$ cat src/rtl/cmdring_pkg.sv
`timescale 1ns/1ps
package cmdring_pkg;
  localparam int REG_W  = 32;
  localparam int REG_AW = 4;
  localparam int CNT_W  = 16;
  localparam int ADDR_W = 64;
  localparam int ST_W   = 5;

  localparam logic [REG_AW-1:0] A_CFG  = 4'd0;
  localparam logic [REG_AW-1:0] A_DSZ  = 4'd1;
  localparam logic [REG_AW-1:0] A_PREP = 4'd2;
  localparam logic [REG_AW-1:0] A_PROC = 4'd3;
  localparam logic [REG_AW-1:0] A_PTR  = 4'd4;
  localparam logic [REG_AW-1:0] A_BLO  = 4'd5;
  localparam logic [REG_AW-1:0] A_BHI  = 4'd6;
  localparam logic [REG_AW-1:0] A_RING = 4'd7;
  localparam logic [REG_AW-1:0] A_STAT = 4'd8;

  localparam int ST_DONE  = 0;
  localparam int ST_WRAP  = 1;
  localparam int ST_EMPTY = 2;
  localparam int ST_DROP  = 3;
  localparam int ST_STRAY = 4;

  typedef enum logic [1:0] {F_IDLE, F_REQ, F_DATA} fetch_state_t;
endpackage

$ cat src/rtl/cmdring_regs.sv
`timescale 1ns/1ps
module cmdring_regs
  import cmdring_pkg::*;
(
  input  logic              clk,
  input  logic              rst,
  input  logic              wr_en,
  input  logic [REG_AW-1:0] addr,
  input  logic [REG_W-1:0]  wdata,
  output logic [REG_W-1:0]  rdata,
  input  logic              done_i,
  input  logic [CNT_W-1:0]  len_i,
  input  logic              drop_i,
  input  logic              stray_i,
  output logic [CNT_W-1:0]  fsize_o,
  output logic [CNT_W-1:0]  thr_o,
  output logic [CNT_W-1:0]  ptr_o,
  output logic [CNT_W-1:0]  prep_o,
  output logic [CNT_W-1:0]  ring_o,
  output logic [7:0]        dsize_o,
  output logic [7:0]        stride_o,
  output logic [ADDR_W-1:0] base_o,
  output logic              enable_o,
  output logic              restart_o
);
  logic [REG_W-1:0] cfg, base_lo, base_hi;
  logic             tok;
  logic [CNT_W-1:0] proc_cnt;
  logic [ST_W-1:0]  stat, ev;
  logic [CNT_W:0]   sum;
  logic             wraps;
  logic wr_cfg, wr_dsz, wr_prep, wr_proc, wr_ptr, wr_blo, wr_bhi, wr_ring, wr_stat;

  assign wr_cfg  = wr_en && (addr == A_CFG);
  assign wr_dsz  = wr_en && (addr == A_DSZ);
  assign wr_prep = wr_en && (addr == A_PREP);
  assign wr_proc = wr_en && (addr == A_PROC);
  assign wr_ptr  = wr_en && (addr == A_PTR);
  assign wr_blo  = wr_en && (addr == A_BLO);
  assign wr_bhi  = wr_en && (addr == A_BHI);
  assign wr_ring = wr_en && (addr == A_RING);
  assign wr_stat = wr_en && (addr == A_STAT);

  assign fsize_o  = cfg[CNT_W-1:0];
  assign thr_o    = cfg[REG_W-1:CNT_W];
  assign enable_o = (cfg != '0);
  assign base_o   = {base_hi, base_lo};

  assign sum       = {1'b0, ptr_o} + {1'b0, len_i};
  assign wraps     = done_i && (sum >= {1'b0, ring_o});
  assign restart_o = wr_ptr || wraps;

  always_comb begin
    ev           = '0;
    ev[ST_DONE]  = done_i;
    ev[ST_WRAP]  = wraps;
    ev[ST_EMPTY] = done_i && !wr_prep && (prep_o == len_i);
    ev[ST_DROP]  = drop_i;
    ev[ST_STRAY] = stray_i;
  end

  always_ff @(posedge clk) begin
    if (rst) begin
      cfg <= '0; base_lo <= '0; base_hi <= '0; tok <= 1'b0;
      dsize_o <= '0; stride_o <= '0; ring_o <= '0; ptr_o <= '0;
      prep_o <= '0; proc_cnt <= '0; stat <= '0; rdata <= '0;
    end else begin
      if (wr_cfg)  cfg <= wdata;
      if (wr_blo)  base_lo <= wdata;
      if (wr_bhi)  base_hi <= wdata;
      if (wr_ring) ring_o <= wdata[CNT_W-1:0];
      if (wr_dsz) begin
        dsize_o  <= wdata[7:0];
        stride_o <= wdata[23:16];
        tok      <= wdata[30];
      end
      if (wr_ptr)      ptr_o <= wdata[CNT_W-1:0];
      else if (done_i) ptr_o <= wraps ? '0 : sum[CNT_W-1:0];
      if (wr_prep)     prep_o <= wdata[31] ? '0 : prep_o + wdata[CNT_W-1:0];
      else if (done_i) prep_o <= prep_o - len_i;
      if (wr_proc) begin
        if (wdata[31]) proc_cnt <= '0;
      end else if (done_i) begin
        proc_cnt <= proc_cnt + len_i;
      end
      stat <= (wr_stat ? (stat & ~wdata[ST_W-1:0]) : stat) | ev;
      case (addr)
        A_CFG:   rdata <= cfg;
        A_DSZ:   rdata <= {1'b0, tok, 6'b0, stride_o, 8'b0, dsize_o};
        A_PREP:  rdata <= REG_W'(prep_o);
        A_PROC:  rdata <= REG_W'(proc_cnt);
        A_PTR:   rdata <= REG_W'(ptr_o);
        A_BLO:   rdata <= base_lo;
        A_BHI:   rdata <= base_hi;
        A_RING:  rdata <= REG_W'(ring_o);
        A_STAT:  rdata <= REG_W'(stat);
        default: rdata <= '0;
      endcase
    end
  end

  // a finished burst that reaches the ring end rewinds the pointer
  p_wrap_r5: assert property (@(posedge clk) disable iff (rst)
    (done_i && !wr_en && (({1'b0, ptr_o} + {1'b0, len_i}) >= {1'b0, ring_o})) |=> (ptr_o == '0));

  // the prepared count drops by exactly the fetched length
  p_prep_r5: assert property (@(posedge clk) disable iff (rst)
    (done_i && !wr_en) |=> (prep_o == $past(prep_o) - $past(len_i)));
endmodule

$ cat src/rtl/cmdring_fetch.sv
`timescale 1ns/1ps
module cmdring_fetch
  import cmdring_pkg::*;
#(
  parameter int DATA_W = 32,
  parameter int FREE_W = 5
) (
  input  logic              clk,
  input  logic              rst,
  input  logic              enable_i,
  input  logic [CNT_W-1:0]  fsize_i,
  input  logic [CNT_W-1:0]  thr_i,
  input  logic [CNT_W-1:0]  ptr_i,
  input  logic [CNT_W-1:0]  prep_i,
  input  logic [CNT_W-1:0]  ring_i,
  input  logic [7:0]        dsize_i,
  input  logic [7:0]        stride_i,
  input  logic [ADDR_W-1:0] base_i,
  input  logic              restart_i,
  input  logic [FREE_W-1:0] free_i,
  input  logic              full_i,
  output logic              req_valid_o,
  input  logic              req_ready_i,
  output logic [ADDR_W-1:0] req_addr_o,
  output logic [CNT_W-1:0]  req_len_o,
  input  logic              rd_valid_i,
  input  logic [DATA_W-1:0] rd_data_i,
  output logic              push_o,
  output logic [DATA_W-1:0] push_data_o,
  output logic              done_o,
  output logic              drop_o,
  output logic              stray_o
);
  fetch_state_t     state;
  logic [CNT_W-1:0] left, lim, want, remain, free_ext;
  logic [7:0]       pos;
  logic             go, keep, in_data;

  always_comb begin
    left     = (ptr_i < ring_i) ? (ring_i - ptr_i) : '0;
    lim      = (fsize_i < left) ? fsize_i : left;
    want     = (lim < prep_i) ? lim : prep_i;
    free_ext = CNT_W'(free_i);
    go       = enable_i && (prep_i != '0) && (want != '0) && (free_ext >= thr_i) && !done_o;
  end

  assign in_data     = (state == F_DATA);
  assign keep        = (stride_i == '0) || (pos < dsize_i);
  assign push_o      = rd_valid_i && in_data && keep && !full_i;
  assign drop_o      = rd_valid_i && in_data && keep && full_i;
  assign stray_o     = rd_valid_i && !in_data;
  assign push_data_o = rd_data_i;

  always_ff @(posedge clk) begin
    if (rst) begin
      state <= F_IDLE; req_valid_o <= 1'b0; req_addr_o <= '0;
      req_len_o <= '0; remain <= '0; done_o <= 1'b0; pos <= '0;
    end else begin
      done_o <= 1'b0;
      case (state)
        F_IDLE: if (go) begin
          req_valid_o <= 1'b1;
          req_len_o   <= want;
          req_addr_o  <= base_i + (ADDR_W'(ptr_i) << 2);
          state       <= F_REQ;
        end
        F_REQ: if (req_ready_i) begin
          req_valid_o <= 1'b0;
          remain      <= req_len_o;
          state       <= F_DATA;
        end
        F_DATA: if (rd_valid_i) begin
          remain <= remain - 1'b1;
          if (stride_i != '0) pos <= ((pos + 8'd1) == stride_i) ? '0 : pos + 8'd1;
          if (remain == CNT_W'(1)) begin
            done_o <= 1'b1;
            state  <= F_IDLE;
          end
        end
        default: state <= F_IDLE;
      endcase
      if (restart_i) pos <= '0;
    end
  end

  // a pending request holds its fields until accepted
  p_hold_r3: assert property (@(posedge clk) disable iff (rst)
    (req_valid_o && !req_ready_i) |=> (req_valid_o && $stable(req_len_o) && $stable(req_addr_o)));

  // a new request only follows a cycle with enough free space
  p_thr_r3: assert property (@(posedge clk) disable iff (rst)
    $rose(req_valid_o) |-> $past(free_ext >= thr_i));

  // length never exceeds fetch size or prepared count
  p_len_r4: assert property (@(posedge clk) disable iff (rst)
    req_valid_o |-> ((req_len_o != '0) && (req_len_o <= fsize_i) && (req_len_o <= prep_i)));
endmodule

$ cat src/rtl/cmdring_fifo.sv
`timescale 1ns/1ps
module cmdring_fifo #(
  parameter int DEPTH  = 16,
  parameter int W      = 32,
  parameter int FREE_W = $clog2(DEPTH) + 1
) (
  input  logic              clk,
  input  logic              rst,
  input  logic              push_i,
  input  logic [W-1:0]      data_i,
  output logic              out_valid_o,
  input  logic              out_ready_i,
  output logic [W-1:0]      out_data_o,
  output logic [FREE_W-1:0] free_o,
  output logic              full_o
);
  localparam int AW = $clog2(DEPTH);
  logic [W-1:0]    mem [DEPTH];
  logic [AW-1:0]   wr_ptr, rd_ptr;
  logic [FREE_W-1:0] count;
  logic            do_push, do_pop;

  assign full_o      = (count == FREE_W'(DEPTH));
  assign free_o      = FREE_W'(DEPTH) - count;
  assign out_valid_o = (count != '0);
  assign out_data_o  = mem[rd_ptr];
  assign do_push     = push_i && !full_o;
  assign do_pop      = out_ready_i && out_valid_o;

  always_ff @(posedge clk) begin
    if (do_push) mem[wr_ptr] <= data_i;
  end

  always_ff @(posedge clk) begin
    if (rst) begin
      wr_ptr <= '0; rd_ptr <= '0; count <= '0;
    end else begin
      if (do_push) wr_ptr <= wr_ptr + 1'b1;
      if (do_pop)  rd_ptr <= rd_ptr + 1'b1;
      count <= count + FREE_W'(do_push) - FREE_W'(do_pop);
    end
  end

  // a pop without a push lowers the fill level by one
  p_pop_r10: assert property (@(posedge clk) disable iff (rst)
    (out_ready_i && out_valid_o && !push_i) |=> (count == $past(count) - 1'b1));
endmodule

$ cat src/rtl/cmdring_prefetch.sv
`timescale 1ns/1ps
module cmdring_prefetch
  import cmdring_pkg::*;
#(
  parameter int DATA_W     = 32,
  parameter int FIFO_DEPTH = 16
) (
  input  logic              clk,
  input  logic              rst,
  input  logic              reg_wr_en,
  input  logic [REG_AW-1:0] reg_addr,
  input  logic [REG_W-1:0]  reg_wdata,
  output logic [REG_W-1:0]  reg_rdata,
  output logic              dma_req_valid,
  input  logic              dma_req_ready,
  output logic [ADDR_W-1:0] dma_req_addr,
  output logic [CNT_W-1:0]  dma_req_len,
  input  logic              dma_rd_valid,
  input  logic [DATA_W-1:0] dma_rd_data,
  output logic              fifo_valid,
  input  logic              fifo_ready,
  output logic [DATA_W-1:0] fifo_data
);
  localparam int FREE_W = $clog2(FIFO_DEPTH) + 1;

  logic [CNT_W-1:0]  fsize, thr, ptr, prep, ring;
  logic [7:0]        dsize, stride;
  logic [ADDR_W-1:0] base;
  logic              enable, restart, done, drop, stray, push, full;
  logic [DATA_W-1:0] push_data;
  logic [FREE_W-1:0] free;

  cmdring_regs u_regs (
    .clk(clk), .rst(rst), .wr_en(reg_wr_en), .addr(reg_addr), .wdata(reg_wdata),
    .rdata(reg_rdata), .done_i(done), .len_i(dma_req_len), .drop_i(drop),
    .stray_i(stray), .fsize_o(fsize), .thr_o(thr), .ptr_o(ptr), .prep_o(prep),
    .ring_o(ring), .dsize_o(dsize), .stride_o(stride), .base_o(base),
    .enable_o(enable), .restart_o(restart)
  );

  cmdring_fetch #(.DATA_W(DATA_W), .FREE_W(FREE_W)) u_fetch (
    .clk(clk), .rst(rst), .enable_i(enable), .fsize_i(fsize), .thr_i(thr),
    .ptr_i(ptr), .prep_i(prep), .ring_i(ring), .dsize_i(dsize), .stride_i(stride),
    .base_i(base), .restart_i(restart), .free_i(free), .full_i(full),
    .req_valid_o(dma_req_valid), .req_ready_i(dma_req_ready),
    .req_addr_o(dma_req_addr), .req_len_o(dma_req_len),
    .rd_valid_i(dma_rd_valid), .rd_data_i(dma_rd_data), .push_o(push),
    .push_data_o(push_data), .done_o(done), .drop_o(drop), .stray_o(stray)
  );

  cmdring_fifo #(.DEPTH(FIFO_DEPTH), .W(DATA_W), .FREE_W(FREE_W)) u_fifo (
    .clk(clk), .rst(rst), .push_i(push), .data_i(push_data),
    .out_valid_o(fifo_valid), .out_ready_i(fifo_ready), .out_data_o(fifo_data),
    .free_o(free), .full_o(full)
  );
endmodule

$ cat config.mk
export PLATFORM = sky130hd
export DESIGN_NAME = cmdring_prefetch
export DESIGN_NICKNAME = d
export VERILOG_FILES = /design/src/rtl/cmdring_pkg.sv /design/src/rtl/cmdring_regs.sv /design/src/rtl/cmdring_fetch.sv /design/src/rtl/cmdring_fifo.sv /design/src/rtl/cmdring_prefetch.sv
export SDC_FILE = /design/constraint.sdc
export NUM_CORES = 1
export LEC_CHECK = 0
export BUFFER_PORTS_ARGS = -buffer_cell sky130_fd_sc_hd__buf_2
export CAP_MARGIN = 10
export CORE_MARGIN = 5
export CORE_UTILIZATION = 30
export DETAILED_ROUTE_END_ITERATION = 8
export PLACE_DENSITY = 0.52
export SYNTH_ARGS = -nofsm -noshare
export SYNTH_HDL_FRONTEND = slang
export SYNTH_SLANG_ARGS = --single-unit
$ cat constraint.sdc
create_clock -name clk -period 9.2 [get_ports clk]
set_clock_uncertainty 0.2 [all_clocks]
set_input_delay 0.92 -clock clk [delete_from_list [all_inputs] [get_ports clk]]
set_output_delay 0.92 -clock clk [all_outputs]
set_load 0.01 [all_outputs]
==> results of run 1 <==
[stage by stage]
stage | cell area (µm²) | utilization (%) | std cells
finish | 46500 | 34.9 | 5442
global route | 46500 | 34.9 | 5439
CTS | 46500 | 34.9 | 5439
detailed placement | 43400 | 32.5 | 5265
global placement | 43400 | 32.5 | 5265
floorplan | 40200 | - | 3395
[cells by family (layout without fill, tap and decap cells)]
family	count (synthesis)	in the layout	share of synthesized area, %
DFF	851	851	55.2
xor gates and xnor gates	127	127	2.77
AOI/OAI and AO/OA	722	722	12.3
buffers and inverters	314	590	3.14
muxes	189	189	9.71
adders and majority gates	176	176	5.61
other	0	3	0
and+or+nand+nor	1016	1016	11.3
[worst min-delay path, cell delays in order, from the launching register on]
cell and delay [ps]:
dfxtp_1 310, nand2_1 50, a21oi_1 50
[worst max path at each step]
stage,to,from,depth (start not counted)
floorplan,u_fetch.req_addr_o[53]$_SDFFE_PP0P_,u_regs.ptr_o[1]$_SDFFE_PP0P_,33
global placement,u_fetch.req_addr_o[0]$_SDFFE_PP0P_,u_regs.ptr_o[1]$_SDFFE_PP0P_,28
detailed placement,u_fetch.req_addr_o[49]$_SDFFE_PP0P_,u_regs.ptr_o[1]$_SDFFE_PP0P_,28
CTS,u_fetch.req_addr_o[57]$_SDFFE_PP0P_,u_regs.ptr_o[1]$_SDFFE_PP0P_,28
global route,u_fetch.req_addr_o[57]$_SDFFE_PP0P_,u_regs.ptr_o[1]$_SDFFE_PP0P_,28
finish,u_fetch.req_addr_o[57]$_SDFFE_PP0P_,u_regs.ptr_o[1]$_SDFFE_PP0P_,28
[layer usage]
metal | up-vias | GRT usage [%] | wire length [µm]
met5 | - | 0 | 27
met4 | 4 | 6.86 | 5090
met3 | 257 | 3.76 | 11300
met1 | 14377 | 26.4 | 59500
met2 | 1258 | 28.9 | 60200
li1 | 13109 | - | -
[layout make-up]
class,instances,area (µm²)
Antenna cell,3,7.51
Clock buffer,122,2580
Clock inverter,52,566
Fill cell,13171,86800
Inverter,135,507
Multi-Input combinational cell,2230,16900
Sequential cell,851,22200
Tap cell,1768,2210
Timing Repair Buffer,281,1570
[cells in the mapped netlist, types with 14 or more instances]
cell	instances	area share [%]
edfxtp_1	512	38
nand2_1	425	4.0
dfxtp_1	339	17
a21oi_1	275	3.4
nor2_1	268	2.5
ha_1	169	5.3
mux4_2	160	9.0
clkbuf_1	146	1.4
inv_1	134	1.3
xnor2_1	90	2.0
o21ai_0	80	1.0
nor3_1	70	0.87
nand3_1	57	0.71
a22oi_1	56	1.0
a211oi_2	43	1.3
xor2_1	37	0.81
a21o_1	33	0.62
nand4_1	30	0.47
nor4_1	29	0.45
a31oi_1	27	0.42
mux2i_1	25	0.62
a221oi_1	23	0.50
nor2b_1	23	0.36
or3_1	23	0.36
and3_1	21	0.33
nand2b_1	20	0.31
a211o_1	19	0.41
a222oi_1	18	0.45
o21a_1	17	0.32
buf_1	14	0.13
[power groups by stage]
stage,clock network [mW],registers (mW),logic [mW]
floorplan,0,4.23,1.31
global placement,0,4.29,1.81
detailed placement,0,4.29,1.81
CTS,3.93,4.21,1.82
global route,4.09,4.22,1.96
finish,3.85,4.20,1.80
[registers in the layout (all words and copies together) (netlist names), 16 cells and up, named ones only]
name	flops
u_fetch.req_addr_o	64
u_regs.ring_o	16
u_fetch.remain	16
u_regs.cfg	32
u_fifo.mem	512
u_regs.rdata	32
u_regs.base_lo	32
u_regs.base_hi	32
u_fetch.req_len_o	16
u_regs.prep_o	16
u_regs.ptr_o	16
u_regs.proc_cnt	16
==> results.json, run 1 <==
{
  "area_growth_pct": 15.8,
  "clkLatencyLatePin_ps": 720,
  "setup_viol": 0,
  "post_cts_resize_count": 0,
  "synth_nets": 3645,
  "cts_tree": "done",
  "cp_top_family": "compound AO/OA/AOI/OAI gates",
  "min_path_type": "reg2reg",
  "grt_use_total_pct": 18.8,
  "netlist_instances": 3395,
  "layout_common_cells": "512 x edfxtp_1, 423 x nand2_1, 335 x dfxtp_1",
  "p_sw_mw": 2.74,
  "finalCriticalPeriod_ps": 8040,
  "wl_um": 136000,
  "portBuffers": 219,
  "power.total_mw": 9.85,
  "status": "complete, no violations",
  "clk_pin_slew_worst_paths_ps": 60,
  "slowest_stage": "o41a_2",
  "p_per_area_nw_per_um2": 212,
  "drc_errors": 0,
  "start_kind": "register",
  "min_path_cells": 2,
  "start_util_pct": 30.1,
  "ys_warn_count": 0,
  "vias": 29005,
  "cts_hold_buf": 0,
  "p_comb_share_pct": 18.3,
  "hold_path_end": "u_fetch.req_addr_o[11]$_SDFFE_PP0P_",
  "clockBufferDepth": 3,
  "ir_worst_vdd_mv": 0.158,
  "worstPathArrival_ps": 8390,
  "slew_headroom_pct": 22.2,
  "ant_nets": 0,
  "yosysUniqueCellTypes": 83,
  "hold_violations": 0,
  "final_common_cell": "edfxtp_1",
  "grt_max_degree": 94,
  "die_h_um": 376,
  "hp-start": "u_fetch.req_addr_o[11]$_SDFFE_PP0P_",
  "r2r_slack_ps": 1160,
  "first_global_vias": 28069,
  "post-route-period-util_pct": 87.4,
  "switching_share_pct": 27.9,
  "rsz0062_at_grt": "false",
  "synth_area_per_cell_um2": 11.8,
  "worst_pin_slew_ps": 1170,
  "async_reset_ff_share_pct": 0,
  "dieWidth_um": 376,
  "drt-pass1-iter-count": 6,
  "worst_ep_required_time_ps": 9550,
  "drtIter0Drc": 3090,
  "leakagePower_nw": 15.9,
  "synth_top_flop_cell": "edfxtp_1",
  "seqPwrFrac_pct": 42.7,
  "hpwl_um": 90900,
  "vias_per_cell": 5.33,
  "design.die.area_um2": 141000,
  "numCtsBuffers": 96,
  "syn-cell-area_um2": 40200,
  "cts_setup_buffers": 0,
  "slowest_delay_ps": 710,
  "clock-root-buffer": "clkbuf_16",
  "ys_ff_latch": 851,
  "holdWs_ps": 260,
  "finalSetupTns_ps": 0,
  "pre_cts_ws_ps": 1270,
  "rr_startpoint": "u_regs.ptr_o[1]$_SDFFE_PP0P_",
  "h-tree-depth": 3,
  "overflow": 0,
  "place.gp.congestion": 0.960,
  "grt_first_pass_wirelength_um": 198000,
  "final_max_slew_viol_count": 0,
  "io_pins": 220,
  "yosysSeqAreaShare_pct": 55.2,
  "path_class": "reg2reg",
  "clkSinkCount": 851,
  "final_nets": 3845,
  "power_frac_clock_pct": 39.1,
  "intPower_mw": 7.10,
  "core_area_um2": 133000,
  "num_rows": 134,
  "wl_per_cell_um": 25.0,
  "synth-edff-count": 512,
  "drive_above_1_share_pct": 18.6,
  "antenna_found_initial": 9,
  "critPathMaxFanout": 53,
  "setup_slack_ps": 1160,
  "fmax_mhz": 124,
  "endpoint_kind": "register",
  "rr_worst_depth": 28,
  "r2r-end": "u_fetch.req_addr_o[57]$_SDFFE_PP0P_",
  "maxCapViolations": 0,
  "path_buf_inv": 2
}
(Power assumes the default switching activity.)
==> run 2, diff against run 1 <==
PLACE_DENSITY = 0.54   (was 0.52)
clock period = 6.62 ns   (was 9.2 ns; I/O delays follow)
==> run 2 against run 1 <==
  * The flow now finishes with violations (setup timing)
  * First-iteration DRC count up 3.4%
  * Clock power up 42%
  * Core utilization up 1.2 points
  * Global-route usage about the same
  * Critical path depth up 1
  * Sequential power up 38%
  * Wire length up 1.0%
  * Via count up 2.3%
==> results.json, run 2 (synthesized netlist as in run 1, its figures left out) <==
{
  "io_pins": 220,
  "core_area_um2": 133000,
  "start_util_pct": 30.1,
  "hold_violations": 0,
  "h-tree-depth": 3,
  "layout_common_cells": "512 x edfxtp_1, 423 x nand2_1, 334 x dfxtp_1",
  "fmax_mhz": 150,
  "clkLatencyLatePin_ps": 710,
  "pre_cts_ws_ps": -137,
  "seq_area_um2": 22200,
  "power_frac_clock_pct": 38.9,
  "switching_share_pct": 27.6,
  "design.die.area_um2": 141000,
  "r2r_slack_ps": -40,
  "grt_use_total_pct": 18.8,
  "worstPathArrival_ps": 7010,
  "dieWidth_um": 376,
  "power.total_mw": 14.0,
  "maxCapViolations": 0,
  "vias_per_cell": 5.34,
  "final_common_cell": "edfxtp_1",
  "rsz0062_at_grt": "true",
  "worst_pin_slew_ps": 1130,
  "endpoint_kind": "register",
  "area_growth_pct": 19.9,
  "p_sw_mw": 3.88,
  "intPower_mw": 10.2,
  "grt_first_pass_wirelength_um": 199000,
  "clock-root-buffer": "clkbuf_16",
  "hpwl_um": 92100,
  "stdcell_count": 5554,
  "clockBufferDepth": 3,
  "clk_pin_slew_worst_paths_ps": 60,
  "worstSetupEndpoint": "u_fetch.req_len_o[14]$_SDFFE_PP0P_",
  "p_comb_share_pct": 19.9,
  "largest_register_ffs": 512,
  "n_fill_cell": 13075,
  "violations": "setup timing",
  "largest_register": "u_fifo.mem",
  "setup_viol": 11,
  "finalCriticalPeriod_ps": 6660,
  "min_path_type": "in2reg",
  "wl_um": 138000,
  "drtIter0Drc": 3195,
  "path_class": "reg2reg",
  "place.gp.congestion": 0.963,
  "post-route-period-util_pct": 101,
  "crit_start": "u_regs.ptr_o[3]$_SDFFE_PP0P_",
  "ant_nets": 0,
  "antenna_found_initial": 12,
  "slowest_stage": "o41a_4",
  "wl_per_cell_um": 24.8,
  "num_rows": 134,
  "worst_ep_required_time_ps": 6970,
  "drive_above_1_share_pct": 22.2,
  "first_global_vias": 28636,
  "seqPwrFrac_pct": 41.2,
  "clkSinkCount": 851,
  "drc_errors": 0,
  "rr_worst_depth": 29,
  "vias": 29670,
  "reg_top3": "u_fifo.mem: 512 flops, u_fetch.req_addr_o: 64 flops",
  "multi_input_area_um2": 17300,
  "drt-pass1-iter-count": 7,
  "grt_max_degree": 192,
  "rr_startpoint": "u_regs.ptr_o[3]$_SDFFE_PP0P_",
  "dp.cells": 5343,
  "cts_tree": "done",
  "slew_headroom_pct": 24.3,
  "start_kind": "register",
  "final_nets": 3956,
  "r2r-end": "u_fetch.req_len_o[14]$_SDFFE_PP0P_",
  "die_h_um": 376,
  "final_max_slew_viol_count": 0,
  "ir_worst_vdd_mv": 0.215,
  "critPathMaxFanout": 29,
  "p_per_area_nw_per_um2": 291,
  "overflow": 0,
  "slowest_delay_ps": 560,
  "numCtsBuffers": 96,
  "leakagePower_nw": 16.7,
  "portBuffers": 219,
  "status": "finished with violations",
  "setup_slack_ps": -39.0
}
==> run 2: repair_timing <==
action | CTS | global route
pin swaps | 2 | 31
endpoints found under the setup margin | 77 | 82
buffers inserted | 2 | 4
cloned | 4 | 13
resized for setup | 20 | 92
hold endpoints to repair | 27 | 0
hold buffers | 11 | 0
==> run 2: area by class of cell <==
cell class	count	area share, %
flip-flops and latches	851	46.0
multi-input cells	2232	35.9
repair buffers	390	5.68
clock buffers	124	5.42
well taps	1768	4.59
clock inverters	49	1.29
inverters	135	1.06
diodes	5	0.0260
==> run 2: how the worst min path moves through the flow <==
stage	start	endpoint	slack [ps]	cells past startpoint
3_5_place_dp	u_regs.tok$_SDFFE_PP0P_	u_regs.tok$_SDFFE_PP0P_	250	2
6_report	reg_wdata[30]	u_regs.cfg[30]$_SDFFE_PP0P_	80	3
4_1_cts	reg_wdata[30]	u_regs.base_hi[30]$_SDFFE_PP0P_	5	3
3_3_place_gp	u_regs.tok$_SDFFE_PP0P_	u_regs.tok$_SDFFE_PP0P_	240	2
2_1_floorplan	u_regs.stat[1]$_SDFF_PP0_	u_regs.stat[1]$_SDFF_PP0_	240	2
5_1_grt	reg_wdata[22]	u_regs.cfg[22]$_SDFFE_PP0P_	40	3
==> run 2: per-layer routing <==
layer,GRT usage (%),routed length [µm],vias up
met5,0,0,-
met4,7.79,6440,0
met3,3.72,11600,309
met2,28.8,61300,1315
met1,26.0,58100,14684
li1,-,-,13362
==> run 2: critical path: cells and delay by family, from the launching register on <==
family | cells | cell delay [ps]
buf+inv | 2 | 340
flops | 1 | 340
compound gates | 15 | 3000
fa+ha+maj | 3 | 850
simple gates | 9 | 1740
==> run 2: power groups by stage <==
stage | Sequential [mW] | Clock, mW | Combinational (mW)
2_1_floorplan | 5.88 | 0 | 1.84
6_report | 5.79 | 5.46 | 2.79
3_3_place_gp | 5.89 | 0 | 2.65
4_1_cts | 5.78 | 5.58 | 2.71
3_5_place_dp | 5.89 | 0 | 2.66
5_1_grt | 5.79 | 5.80 | 3.05
==> run 2: per-stage QoR <==
| stage | area, µm² | hold WS (ps) | utilization (%) | TNS, ps |
|---|---|---|---|---|
| global route | 48200 | 44.9 | 36.1 | -12370 |
| global placement | 44100 | 243 | 33.1 | -0.326 |
| detailed placement | 44100 | 251 | 33.1 | -2790 |
| floorplan | 40200 | 236 | - | 0 |
| CTS | 47600 | 5.34 | 35.7 | 0 |
| finish | 48200 | 81.9 | 36.1 | -245 |
